$ cat config.mk
export PLATFORM = sky130hd
export DESIGN_NAME = refresh_sched
export DESIGN_NICKNAME = d
export VERILOG_FILES = /design/src/rtl/refsched_pkg.sv /design/src/rtl/refsched_interval.sv /design/src/rtl/refsched_backlog.sv /design/src/rtl/refsched_fsm.sv /design/src/rtl/refresh_sched.sv
export SDC_FILE = /design/constraint.sdc
export NUM_CORES = 1
export LEC_CHECK = 0
export CORE_ASPECT_RATIO = 1.2
export CORE_MARGIN = 5
export CORE_UTILIZATION = 39
export DETAILED_ROUTE_END_ITERATION = 10
export DONT_BUFFER_PORTS = 1
export RECOVER_POWER = 50
export SYNTH_ARGS = -nofsm -noshare
export SYNTH_HDL_FRONTEND = slang
export SYNTH_SLANG_ARGS = --single-unit
$ cat constraint.sdc
create_clock -name clk -period 4.59 [get_ports clk]
set_clock_uncertainty 0.15 [all_clocks]
set_input_delay 0.459 -clock clk [delete_from_list [all_inputs] [get_ports clk]]
set_output_delay 0.459 -clock clk [all_outputs]
set_load 0.01 [all_outputs]
$ cat src/rtl/refsched_pkg.sv
package refsched_pkg;
  typedef enum logic [2:0] {
    ST_IDLE = 3'd0,
    ST_CAS  = 3'd1,
    ST_RAS  = 3'd2,
    ST_PRE  = 3'd3,
    ST_SRH  = 3'd4,
    ST_SRX  = 3'd5
  } rs_state_t;

  function automatic int max_of(input int a, input int b);
    return (a > b) ? a : b;
  endfunction
endpackage

$ cat src/rtl/refsched_interval.sv
module refsched_interval #(
  parameter int INTERVAL = 1562
) (
  input  logic clk,
  input  logic rst_n,
  input  logic hold,
  output logic tick
);
  localparam int TW = (INTERVAL > 1) ? $clog2(INTERVAL) : 1;
  localparam logic [TW-1:0] RELOAD = TW'(INTERVAL - 1);

  logic [TW-1:0] cnt_q, cnt_d;

  always_comb begin
    tick = 1'b0;
    if (hold) begin
      cnt_d = RELOAD;
    end else if (cnt_q == '0) begin
      cnt_d = RELOAD;
      tick  = 1'b1;
    end else begin
      cnt_d = cnt_q - 1'b1;
    end
  end

  always_ff @(posedge clk or negedge rst_n) begin
    if (!rst_n) cnt_q <= RELOAD;
    else        cnt_q <= cnt_d;
  end
endmodule

$ cat src/rtl/refsched_backlog.sv
module refsched_backlog #(
  parameter int MAX_BACKLOG = 8
) (
  input  logic clk,
  input  logic rst_n,
  input  logic tick,
  input  logic take,
  input  logic clear,
  output logic pending
);
  localparam int BW = $clog2(MAX_BACKLOG + 1);
  localparam logic [BW-1:0] FULL = BW'(MAX_BACKLOG);

  logic [BW-1:0] cnt_q, cnt_d;

  always_comb begin
    cnt_d = cnt_q;
    if (clear) begin
      cnt_d = '0;
    end else begin
      unique case ({tick, take})
        2'b10:   cnt_d = (cnt_q == FULL) ? cnt_q : cnt_q + 1'b1;
        2'b01:   cnt_d = cnt_q - 1'b1;
        default: cnt_d = cnt_q;
      endcase
    end
  end

  always_ff @(posedge clk or negedge rst_n) begin
    if (!rst_n) cnt_q <= '0;
    else        cnt_q <= cnt_d;
  end

  assign pending = (cnt_q != '0);
endmodule

$ cat src/rtl/refsched_fsm.sv
module refsched_fsm
  import refsched_pkg::*;
#(
  parameter int CSR_CYC    = 1,
  parameter int RAS_CYC    = 5,
  parameter int RP_CYC     = 3,
  parameter int RASS_CYC   = 10000,
  parameter int RPS_CYC    = 11,
  parameter int BURST_ROWS = 4096
) (
  input  logic clk,
  input  logic rst_n,
  input  logic pending,
  input  logic gnt,
  input  logic sr_req,
  input  logic burst_sched,
  output logic take,
  output logic clear,
  output logic hold,
  output logic ref_req,
  output logic busy,
  output logic sr_active,
  output logic ras_n,
  output logic cas_n
);
  localparam int MAXD = max_of(max_of(max_of(CSR_CYC, RAS_CYC), max_of(RP_CYC, RPS_CYC)), RASS_CYC);
  localparam int CW   = $clog2(MAXD + 1);
  localparam int NW   = $clog2(BURST_ROWS + 1);
  localparam logic [CW-1:0] L_CSR  = CW'(CSR_CYC - 1);
  localparam logic [CW-1:0] L_RAS  = CW'(RAS_CYC - 1);
  localparam logic [CW-1:0] L_RP   = CW'(RP_CYC - 1);
  localparam logic [CW-1:0] L_RASS = CW'(RASS_CYC - 1);
  localparam logic [CW-1:0] L_RPS  = CW'(RPS_CYC - 1);
  localparam logic [NW-1:0] L_BURST = NW'(BURST_ROWS - 1);

  rs_state_t st_q, st_d;
  logic [CW-1:0] cnt_q, cnt_d;
  logic [NW-1:0] left_q, left_d;
  logic sr_q, sr_d, bon_q, bon_d;
  logic done;

  assign done = (cnt_q == '0);

  always_comb begin
    st_d   = st_q;
    cnt_d  = done ? cnt_q : cnt_q - 1'b1;
    left_d = left_q;
    sr_d   = sr_q;
    bon_d  = bon_q;
    take   = 1'b0;
    clear  = 1'b0;
    unique case (st_q)
      ST_IDLE: begin
        if (gnt && sr_req) begin
          st_d = ST_CAS; cnt_d = L_CSR; sr_d = 1'b1; clear = 1'b1;
        end else if (gnt && pending) begin
          st_d = ST_CAS; cnt_d = L_CSR; take = 1'b1;
        end
      end
      ST_CAS: if (done) begin st_d = ST_RAS; cnt_d = L_RAS; end
      ST_RAS: if (done) begin
        if (sr_q) begin st_d = ST_SRH; cnt_d = L_RASS; end
        else      begin st_d = ST_PRE; cnt_d = L_RP;   end
      end
      ST_PRE: if (done) begin
        if (left_q != '0) begin
          left_d = left_q - 1'b1; st_d = ST_CAS; cnt_d = L_CSR;
        end else begin
          st_d = ST_IDLE; bon_d = 1'b0;
        end
      end
      ST_SRH: if (done && !sr_req) begin st_d = ST_SRX; cnt_d = L_RPS; end
      ST_SRX: if (done) begin
        sr_d = 1'b0;
        if (burst_sched) begin
          bon_d = 1'b1; left_d = L_BURST; st_d = ST_CAS; cnt_d = L_CSR;
        end else begin
          st_d = ST_IDLE;
        end
      end
      default: st_d = ST_IDLE;
    endcase
  end

  always_ff @(posedge clk or negedge rst_n) begin
    if (!rst_n) begin
      st_q   <= ST_IDLE;
      cnt_q  <= '0;
      left_q <= '0;
      sr_q   <= 1'b0;
      bon_q  <= 1'b0;
    end else begin
      st_q   <= st_d;
      cnt_q  <= cnt_d;
      left_q <= left_d;
      sr_q   <= sr_d;
      bon_q  <= bon_d;
    end
  end

  assign hold      = sr_q | bon_q;
  assign busy      = (st_q != ST_IDLE);
  assign ref_req   = (st_q == ST_IDLE) && (pending || sr_req);
  assign sr_active = (st_q == ST_SRH);
  assign ras_n     = !(st_q inside {ST_RAS, ST_SRH});
  assign cas_n     = !(st_q inside {ST_CAS, ST_RAS, ST_SRH});
endmodule

$ cat src/rtl/refresh_sched.sv
module refresh_sched #(
  parameter int CLK_MHZ     = 100,
  parameter int REF_NS      = 15625,
  parameter int MAX_BACKLOG = 8,
  parameter int CSR_CYC     = 1,
  parameter int RAS_CYC     = 5,
  parameter int RP_CYC      = 3,
  parameter int RASS_CYC    = 10000,
  parameter int RPS_CYC     = 11,
  parameter int BURST_ROWS  = 4096
) (
  input  logic clk,
  input  logic rst_n,
  input  logic ref_gnt,
  input  logic sr_req,
  input  logic burst_sched,
  output logic ref_req,
  output logic busy,
  output logic sr_active,
  output logic ras_n,
  output logic cas_n,
  output logic we_n
);
  localparam int INTERVAL = CLK_MHZ * REF_NS / 1000;

  logic tick, take, clear, hold, pending;

  refsched_interval #(.INTERVAL(INTERVAL)) u_interval (
    .clk(clk), .rst_n(rst_n), .hold(hold), .tick(tick)
  );

  refsched_backlog #(.MAX_BACKLOG(MAX_BACKLOG)) u_backlog (
    .clk(clk), .rst_n(rst_n), .tick(tick), .take(take), .clear(clear),
    .pending(pending)
  );

  refsched_fsm #(
    .CSR_CYC(CSR_CYC), .RAS_CYC(RAS_CYC), .RP_CYC(RP_CYC),
    .RASS_CYC(RASS_CYC), .RPS_CYC(RPS_CYC), .BURST_ROWS(BURST_ROWS)
  ) u_fsm (
    .clk(clk), .rst_n(rst_n), .pending(pending), .gnt(ref_gnt),
    .sr_req(sr_req), .burst_sched(burst_sched), .take(take), .clear(clear),
    .hold(hold), .ref_req(ref_req), .busy(busy), .sr_active(sr_active),
    .ras_n(ras_n), .cas_n(cas_n)
  );

  assign we_n = 1'b1;
endmodule

Word level (Yosys, flattened, before mapping)

Cells that the tools add are included.

Register bits: 47
Input bits: 5
Output and inout port bits: 6
Word-level logic and storage cells: 104

Add/sub/neg operators: 5
Eq/ne operators: 19
Muxes and demuxes: 48
Bitwise logic cells: 1
Reduce and logical (&&, ||, !) cells: 24

Operators with widths:

| operator              | count |
|---|---|
| $mux 14               | 11 |
| $pmux 14 s6           | 1 |
| $mux 13               | 4 |
| $pmux 13 s2           | 1 |
| $mux 3                | 8 |
| $mux 11               | 2 |
| $pmux 3 s6            | 1 |
| $mux 1                | 15 |
| $logic_not 14->1      | 1 |
| $ne 2x1->1 const B    | 7 |
| $sub 14x1->14 const B | 1 |
| $reduce_bool 13->1    | 1 |
| $sub 13x1->13 const B | 1 |
| $logic_not 11->1      | 1 |
| $sub 11x1->11 const B | 1 |
| $reduce_and 5->1      | 2 |
| $reduce_bool 3->1     | 3 |
| $mux 4                | 2 |
| $pmux 4 s2            | 1 |
| $eq 3x2->1 const B    | 2 |
| $eq 3x3->1 const B    | 2 |
| $reduce_and 6->1      | 1 |
| $reduce_bool 2->1     | 3 |
| $add 4x1->4 const B   | 1 |
| 17 further kinds      | 24 |

Logic depth before layout (Yosys ltp)

Gate-level depths: netlist of the first run.

Word-level depth: 8
Mapped depth: 13
Depth with buffers taken out: 13

Hierarchy

Synthesis of the first run repeated with hierarchy kept, for this count alone.

Cell total of the unflattened synthesis: 348
Area total of the unflattened synthesis: 3066.7 µm²

Modules (own cells, without submodules):

| module            | times used | cells an instance | area each (µm²) | seq. area each (µm²) |
|---|---|---|---|---|
| refsched_fsm      | 1          | 254               | 2150.8          | 800.8 |
| refsched_interval | 1          | 56                | 579.3           | 281.5 |
| refsched_backlog  | 1          | 36                | 325.3           | 100.1 |
| refresh_sched     | 1          | 2                 | 11.3            | 0.0 |

Worst setup path before layout of the first run

No wires, ideal clock.

Path type: reg2reg
From: register u_interval.cnt_q[1]
To: register u_backlog.cnt_q[3]
Library setup time: 0.077 ns
Arrival: 3.139 ns
Data required time: 4.363 ns
Path slack: 1.224 ns
Cell stages (with the launch flop): 14
Path buffers: 0
Clock period less this slack: 3.366 ns
Path through: dfrtp_1 inv_1 ha_1 or4b_2 or3_1 nor2_1 nand2_1 ha_1 ha_1 a21o_1 a21oi_1 xor2_1 or3_1 a21oi_1

Cells in the longest elaborated chain, start to end: 6
Elaborated cells between the ends (all ways): 10
Those cells by class: eq/ne: 3; mux: 4; reduce/logical: 3

RTL lines:

| what                                              | RTL line                | source |
|---|---|---|
| from (decl)                                       | refsched_interval.sv:12 | `logic [TW-1:0] cnt_q, cnt_d;` |
| from (signal assigned)                            | refsched_interval.sv:28 | `else cnt_q <= cnt_d;` |
| $logic_not 11->1 *                                | refsched_interval.sv:18 | `end else if (cnt_q == '0) begin` |
| $mux 1 *                                          | refsched_interval.sv:18 |  |
| $mux 1 *                                          | refsched_interval.sv:16 | `if (hold) begin` |
| $eq 2x1->1 / $eq 2x2->1 (equally long branches)   | refsched_backlog.sv:21  | `unique case ({tick, take})` |
| $pmux 4 s2 (tied with other cells)                | refsched_backlog.sv:21  |  |
| $mux 4 / $reduce_and 2->1 (equally long branches) | n/a                     |  |
| to (signal assigned)                              | refsched_backlog.sv:31  | `else cnt_q <= cnt_d;` |
| to (decl)                                         | refsched_backlog.sv:14  | `logic [BW-1:0] cnt_q, cnt_d;` |

Every way passes the cells marked *; elsewhere a longest branch is shown, timed or not.
A chain may end at the register's enable or synchronous reset.

Final worst setup path of the first run

Ends and elaborated chain as after synthesis.

==> flow_summary.ini, run 1 <==
[finish]
layout.cells.most_common_list = dfrtp_1 (42), nor2_1 (36), nand2_1 (29)
synthToLayoutAreaGrowth_pct = 5.13
antenna_cells = 0
fin_nets = 351
multi_input_area_um2 = 1730
final_common_cell = dfrtp_1
stdcell_count = 429
register_area_um2 = 1180
drive_gt1_share_pct = 8.31
fillers = 730

[critical_path]
cp-endpoint = u_backlog.cnt_q[3]
crit_fanout = 4
cp-startpoint = u_interval.cnt_q[1]
crit_path_end_kind = register
reg2reg_depth = 13
cp_data_required_time_ns = 4.67
reg2reg_slack_ns = 1.03
crit_chain = inv_1 -> ha_1 -> or4b_2 -> or3_1 -> nor2_1 -> nand2_1 -> ha_1 -> ha_1 -> a21o_1 -> a21oi_1 -> xor2_1 -> or3_1 -> a21oi_1
crit_slowest_cell = or4b_2
cp.arrival_ns = 3.64
cp_common_cell = ha_1
worstReg2RegEnd = u_backlog.cnt_q[3]
path_class = reg -> reg
cp-start-kind = register
critPathMaxStageDelay_ns = 0.65
worstReg2RegStart = u_interval.cnt_q[1]

[placed_design]
pre_cts_ws_ns = 1.05
dpl.cell_count = 419
portBuffers = 0
dp_hpwl_um = 4930
gp_congestion = 0.868

[power_and_ir_drop]
p_per_area_nw_per_um2 = 368
power_mw = 1.18
leakage_nw = 1.26
vdd_drop_max_mv = 0.162

[route]
drt-initial-drc-count = 72
dr.pass1.iters = 4
vias_per_cell = 5.84
antenna_left = 0
wl_per_cell_um = 15.9
routed_wl_um = 6820
vias = 2506
remaining_drc_errors = 0

[synthesis]
synth_edf_count = 0
yosys_register_bits = 47
synth_cells = 338
ys_warn_count = 0
synth-main-ff-cell = dfrtp_1
syn_area_um2 = 3050
avgSynthCellArea_um2 = 9.02
yosysSeqAreaShare_pct = 38.8
syn-num-nets = 353
async_reset_ff_share_pct = 100
synth_cell_types = 67

[floorplanning]
core-area_um2 = 7660
rows = 35
die_x_um = 90.7
ios = 11
dieArea_um2 = 9690
initial_core_util_pct = 39.8
die_height_um = 107

[clock_tree]
cts_max_path_buffers = 2
post_cts_resized = 0
clkLatencyLatePin_ns = 0.31
root_buffer = clkbuf_8
clock-sinks = 47
h-tree-depth = 2
cts_hold_buf = 2
tritoncts = built
numCtsBuffers = 5
cts_setup_buffers = 0
clkTransAtPathRegs_ns = 0.10

[timing]
setup_viol = 0
fin_crit_ns = 3.56
setup_ws_ns = 1.03
slew_headroom_pct = -67.7
max_clock_freq_ghz = 0.281
min_period_over_period_pct = 77.6
worst_pin_slew_ns = 2.51
final-hold-violation-count = 0
slew_violations = 48
finalSetupTns_ns = 0
rsz0062_at_grt = no

[run_status]
violations = max-capacitance violations, max-slew violations
status = finished with violations

[run]
cap_viol_max_count = 1

[worst_hold_path]
hold_class = in -> reg

[grt]
grt_start_max_net_pins = 48
grt_pass1_vias = 2439
grt_overflow = 0
grt_pass1_wl_um = 11700
grt_util_all_layers_pct = 14.6
antenna_found_initial = 0
[state kept, by name, summed over array words and instances, names as in the netlist]
signal	count
u_interval.cnt_q	11
u_fsm.cnt_q	14
u_backlog.cnt_q	4
u_fsm.st_q	3
u_fsm.sr_q	1
u_fsm.left_q	13
u_fsm.bon_q	1
[metrics by stage]
step                instance area (um^2)  util (%)  hold slack [ns]
floorplan                           3050         -           0.0134
global route                        3200      41.8            0.251
CTS                                 3230      42.1            0.214
detailed placement                  3110      40.5           0.0152
global placement                    3110      40.5           0.0151
finish                              3200      41.8            0.220
[final cells by class]
cell class                 instances  share of cell area [%]
clock buffer                       6                    2.26
multi-input combinational        260                    54.1
sequential                        47                    36.9
timing repair buffer               2                   0.430
inverter                          20                    2.34
tap                               92                    3.59
clock inverter                     2                   0.390
[worst max-delay path: cells and delay by family, from the launching register on]
family | cells | cell delay, ns
DFF | 1 | 0.40
AOI/OAI and AO/OA | 3 | 0.48
xor gates and xnor gates | 1 | 0.09
adders and majority gates | 3 | 0.74
and+or+nand+nor | 5 | 1.56
buffers and inverters | 1 | 0.06
[report_power, final]
group | switching [mW] | internal (mW) | leakage, nW
Sequential | 0.0920 | 0.480 | 0.570
Clock | 0.146 | 0.107 | 0.0412
Combinational | 0.204 | 0.151 | 0.648
Total | 0.441 | 0.738 | 1.26
[worst min-delay path by stage]
stage | startpoint | to | slack (ns) | depth (start not counted)
final | burst_sched | u_fsm.bon_q | 0.22 | 2
after global routing | burst_sched | u_fsm.bon_q | 0.25 | 2
after CTS | burst_sched | u_fsm.bon_q | 0.21 | 2
after detailed placement | rst_n | u_fsm.left_q[8] | 0.02 | 0
after global placement | rst_n | u_fsm.left_q[4] | 0.02 | 0
after floorplan | rst_n | u_backlog.cnt_q[0] | 0.01 | 0
[Yosys cell counts, types with 7 or more instances]
| master | instances | share of area, % |
|---|---|---|
| dfrtp_1 | 42 | 34 |
| nor2_1 | 36 | 4.4 |
| nand2_1 | 29 | 3.6 |
| inv_1 | 19 | 2.3 |
| a21oi_1 | 16 | 2.6 |
| nor3_1 | 16 | 2.6 |
| xnor2_1 | 12 | 3.4 |
| o21ai_0 | 11 | 1.8 |
| ha_1 | 9 | 3.7 |
| nor4_1 | 9 | 1.8 |
| nand3_1 | 8 | 1.3 |
| a211oi_1 | 7 | 1.7 |
| nand2b_1 | 7 | 1.4 |
[kinds of logic after synthesis]
| logic type | count (synthesis) | share of synthesized area, % |
|---|---|---|
| and+or+nand+nor | 151 | 28.1 |
| AOI/OAI and AO/OA | 77 | 18.1 |
| DFF | 47 | 38.8 |
| buffers and inverters | 31 | 4.35 |
| xor gates and xnor gates | 18 | 5.17 |
| adders and majority gates | 10 | 4.35 |
| muxes | 3 | 0.985 |
| other | 1 | 0.123 |
[routing by layer]
metal  track usage, %  vias up  share of wire, %  routed length, um
met5                0        -                 0                  0
met4             4.79        0               1.7                118
met3             2.32       10               3.9                266
met2             24.9       51                49               3320
met1             18.9     1202                46               3120
li1                 -     1243                 -                  -
(Power assumes the default switching activity.)
==> run 2, diff against run 1 <==
- ABC_AREA: default -> 1
- clock period: 4.59 -> 3.7 ns (I/O delays scaled with it)
==> run 2 against run 1 <==
  * The run now ends clean
  * Synthesized area rose by 3.3%
  * Fmax rose by 40%
  * Flip-flop and latch count did not move
  * Utilization barely moved
  * Final cell count rose by 26%
  * Largest cell class unchanged
==> flow_summary.ini, run 2 <==
[placed_design]
dpl.cell_count = 529
portBuffers = 0
placed_area_um2 = 3220
dp_hpwl_um = 5120
gp_congestion = 0.897
pre_cts_ws_ns = 1.14

[worst_hold_path]
hold_class = in -> reg

[synthesis]
yosys-top-cells-area = dfrtp_1 (33%), nand2_1 (13%), nor2_1 (8.3%)
synth.top_cell.area_share_pct = 33.4
synth-main-ff-cell = dfrtp_1
syn_area_um2 = 3150
synth_top_area_cell = dfrtp_1
yosys_register_bits = 47
avgSynthCellArea_um2 = 7.16
synth_cells = 440
synth_cell_types = 35
netlist_top_cells_count = nand2_1 (111), nor2_1 (70), inv_1 (52)
post-synth-top-count-cell = nand2_1
synth_edf_count = 0
syn-num-nets = 455
async_reset_ff_share_pct = 100
ys_warn_count = 0
yosysSeqAreaShare_pct = 37.5

[finish]
max_flop_register = u_fsm.cnt_q
layout.cells.most_common_list = nand2_1 (111), nor2_1 (70), inv_1 (52)
finish.instance_area_um2 = 3350
final_common_cell = nand2_1
stdcell_count = 539
fillers = 841
reg_top3 = u_fsm.cnt_q x14, u_fsm.left_q x13, u_interval.cnt_q x11
drive_gt1_share_pct = 8.11
register_area_um2 = 1180
multi_input_area_um2 = 1730
fin_nets = 458
largest_reg_flops = 14
synthToLayoutAreaGrowth_pct = 6.36
antenna_cells = 0
fin_util_pct = 41.8

[run_status]
status = completed

[power_and_ir_drop]
leakage_nw = 1.68
vdd_drop_max_mv = 0.183
pwr-share-seq_pct = 32.7
p_per_area_nw_per_um2 = 771
switching_share_pct = 49.1
p_switching_mw = 1.27
clock_power_share_pct = 12.4
p_int_mw = 1.31
power_mw = 2.58
combPwrFrac_pct = 54.9

[timing]
final-hold-violation-count = 0
worst_pin_slew_ns = 0.519
rsz0062_at_grt = no
finalSetupTns_ns = 0
min_period_over_period_pct = 68.8
fin_hold_ws_ns = 0.107
setup_viol = 0
slew_headroom_pct = 65.3
setup_ws_ns = 1.15
slew_violations = 0
fin_crit_ns = 2.55
max_clock_freq_ghz = 0.393

[route]
dr.pass1.iters = 4
remaining_drc_errors = 0
wl_per_cell_um = 12.8
vias_per_cell = 5.05
routed_wl_um = 6880
drt-initial-drc-count = 98
vias = 2723
antenna_left = 0

[critical_path]
path_class = reg -> reg
reg2reg_slack_ns = 1.15
cp-startpoint = u_interval.cnt_q[0]
crit_fanout = 4
worstReg2RegStart = u_interval.cnt_q[0]
cp-endpoint = u_backlog.cnt_q[3]
reg2reg_depth = 14
cp-start-kind = register
cp_data_required_time_ns = 3.75
crit_path_end_kind = register
cp.arrival_ns = 2.60
worstReg2RegEnd = u_backlog.cnt_q[3]

[floorplanning]
die_height_um = 108
die_x_um = 92.0
initial_core_util_pct = 39.3
rows = 36
dieArea_um2 = 9980
ios = 11
core-area_um2 = 8020

[grt]
grt_overflow = 0
antenna_found_initial = 0
grt_pass1_wl_um = 12000
grt_util_all_layers_pct = 14.9
grt_start_max_net_pins = 48
grt_pass1_vias = 2717

[clock_tree]
clkTransAtPathRegs_ns = 0.10
post_cts_resized = 0
numCtsBuffers = 5
clkLatencyLatePin_ns = 0.31
clock-sinks = 47
cts_max_path_buffers = 2
h-tree-depth = 2
root_buffer = clkbuf_8
tritoncts = built

[run]
cap_viol_max_count = 0
run 2: layout make-up:
| type | count | share of cell area (%) |
|---|---|---|
| Timing Repair Buffer | 2 | 1.12 |
| Clock buffer | 5 | 2.05 |
| Multi-Input combinational cell | 335 | 51.6 |
| Sequential cell | 47 | 35.3 |
| Inverter | 52 | 5.83 |
| Clock inverter | 3 | 0.560 |
| Tap cell | 95 | 3.55 |
run 2: routing by layer:
| metal | up-vias | track usage (%) | wire (um) | share of wire, % |
|---|---|---|---|---|
| li1 | 1406 | - | - | - |
| met1 | 1264 | 17.8 | 3160 | 46 |
| met2 | 43 | 26.0 | 3370 | 49 |
| met3 | 10 | 2.92 | 208 | 3.0 |
| met4 | 0 | 6.48 | 142 | 2.1 |
| met5 | - | 0 | 0 | 0 |
run 2: cells by family (layout without fill, tap and decap cells):
| logic type | after synthesis | count (layout) | synth area share [%] |
|---|---|---|---|
| AND/OR/NAND/NOR | 246 | 246 | 33.6 |
| buffers and inverters | 58 | 62 | 7.59 |
| AO/OA/AOI/OAI | 57 | 57 | 11.1 |
| flip-flops | 47 | 47 | 37.5 |
| XOR/XNOR | 21 | 21 | 5.84 |
| adder cells (fa/ha/maj) | 10 | 10 | 4.21 |
| other | 1 | 1 | 0.119 |
run 2: worst min-delay path by stage:
stage | from | endpoint | slack (ns) | depth (start not counted)
floorplan | rst_n | u_backlog.cnt_q[0] | -0.08 | 0
global placement | rst_n | u_fsm.left_q[8] | -0.07 | 0
detailed placement | rst_n | u_fsm.left_q[8] | -0.07 | 0
CTS | ref_gnt | u_fsm.cnt_q[12] | 0.10 | 3
global route | ref_gnt | u_fsm.cnt_q[12] | 0.11 | 3
finish | ref_gnt | u_fsm.cnt_q[12] | 0.11 | 3
run 2: power by group through the flow:
stage / Clock [mW] / Sequential [mW] / Combinational (mW)
5_1_grt: 0.353 / 0.868 / 1.66
4_1_cts: 0.333 / 0.843 / 1.43
3_3_place_gp: 0 / 0.851 / 1.38
3_5_place_dp: 0 / 0.852 / 1.40
6_report: 0.321 / 0.845 / 1.42
2_1_floorplan: 0 / 0.807 / 1.19
run 2: worst max-delay path, cell delays in order (launching register included):
cell	delay, ns
dfstp_2	0.38
inv_1	0.07
ha_1	0.18
nand2_1	0.07
nor2_1	0.13
and3_1	0.18
nand2_1	0.06
nor2_1	0.15
inv_1	0.06
ha_1	0.24
ha_1	0.34
a21oi_1	0.15
nand2_1	0.07
xor2_1	0.12
o22ai_1	0.08
run 2: what timing repair did:
item | 4_1_cts | 5_1_grt
setup buffers | 0 | 0
hold endpoints to repair | 47 | 0
hold buffers | 2 | 0
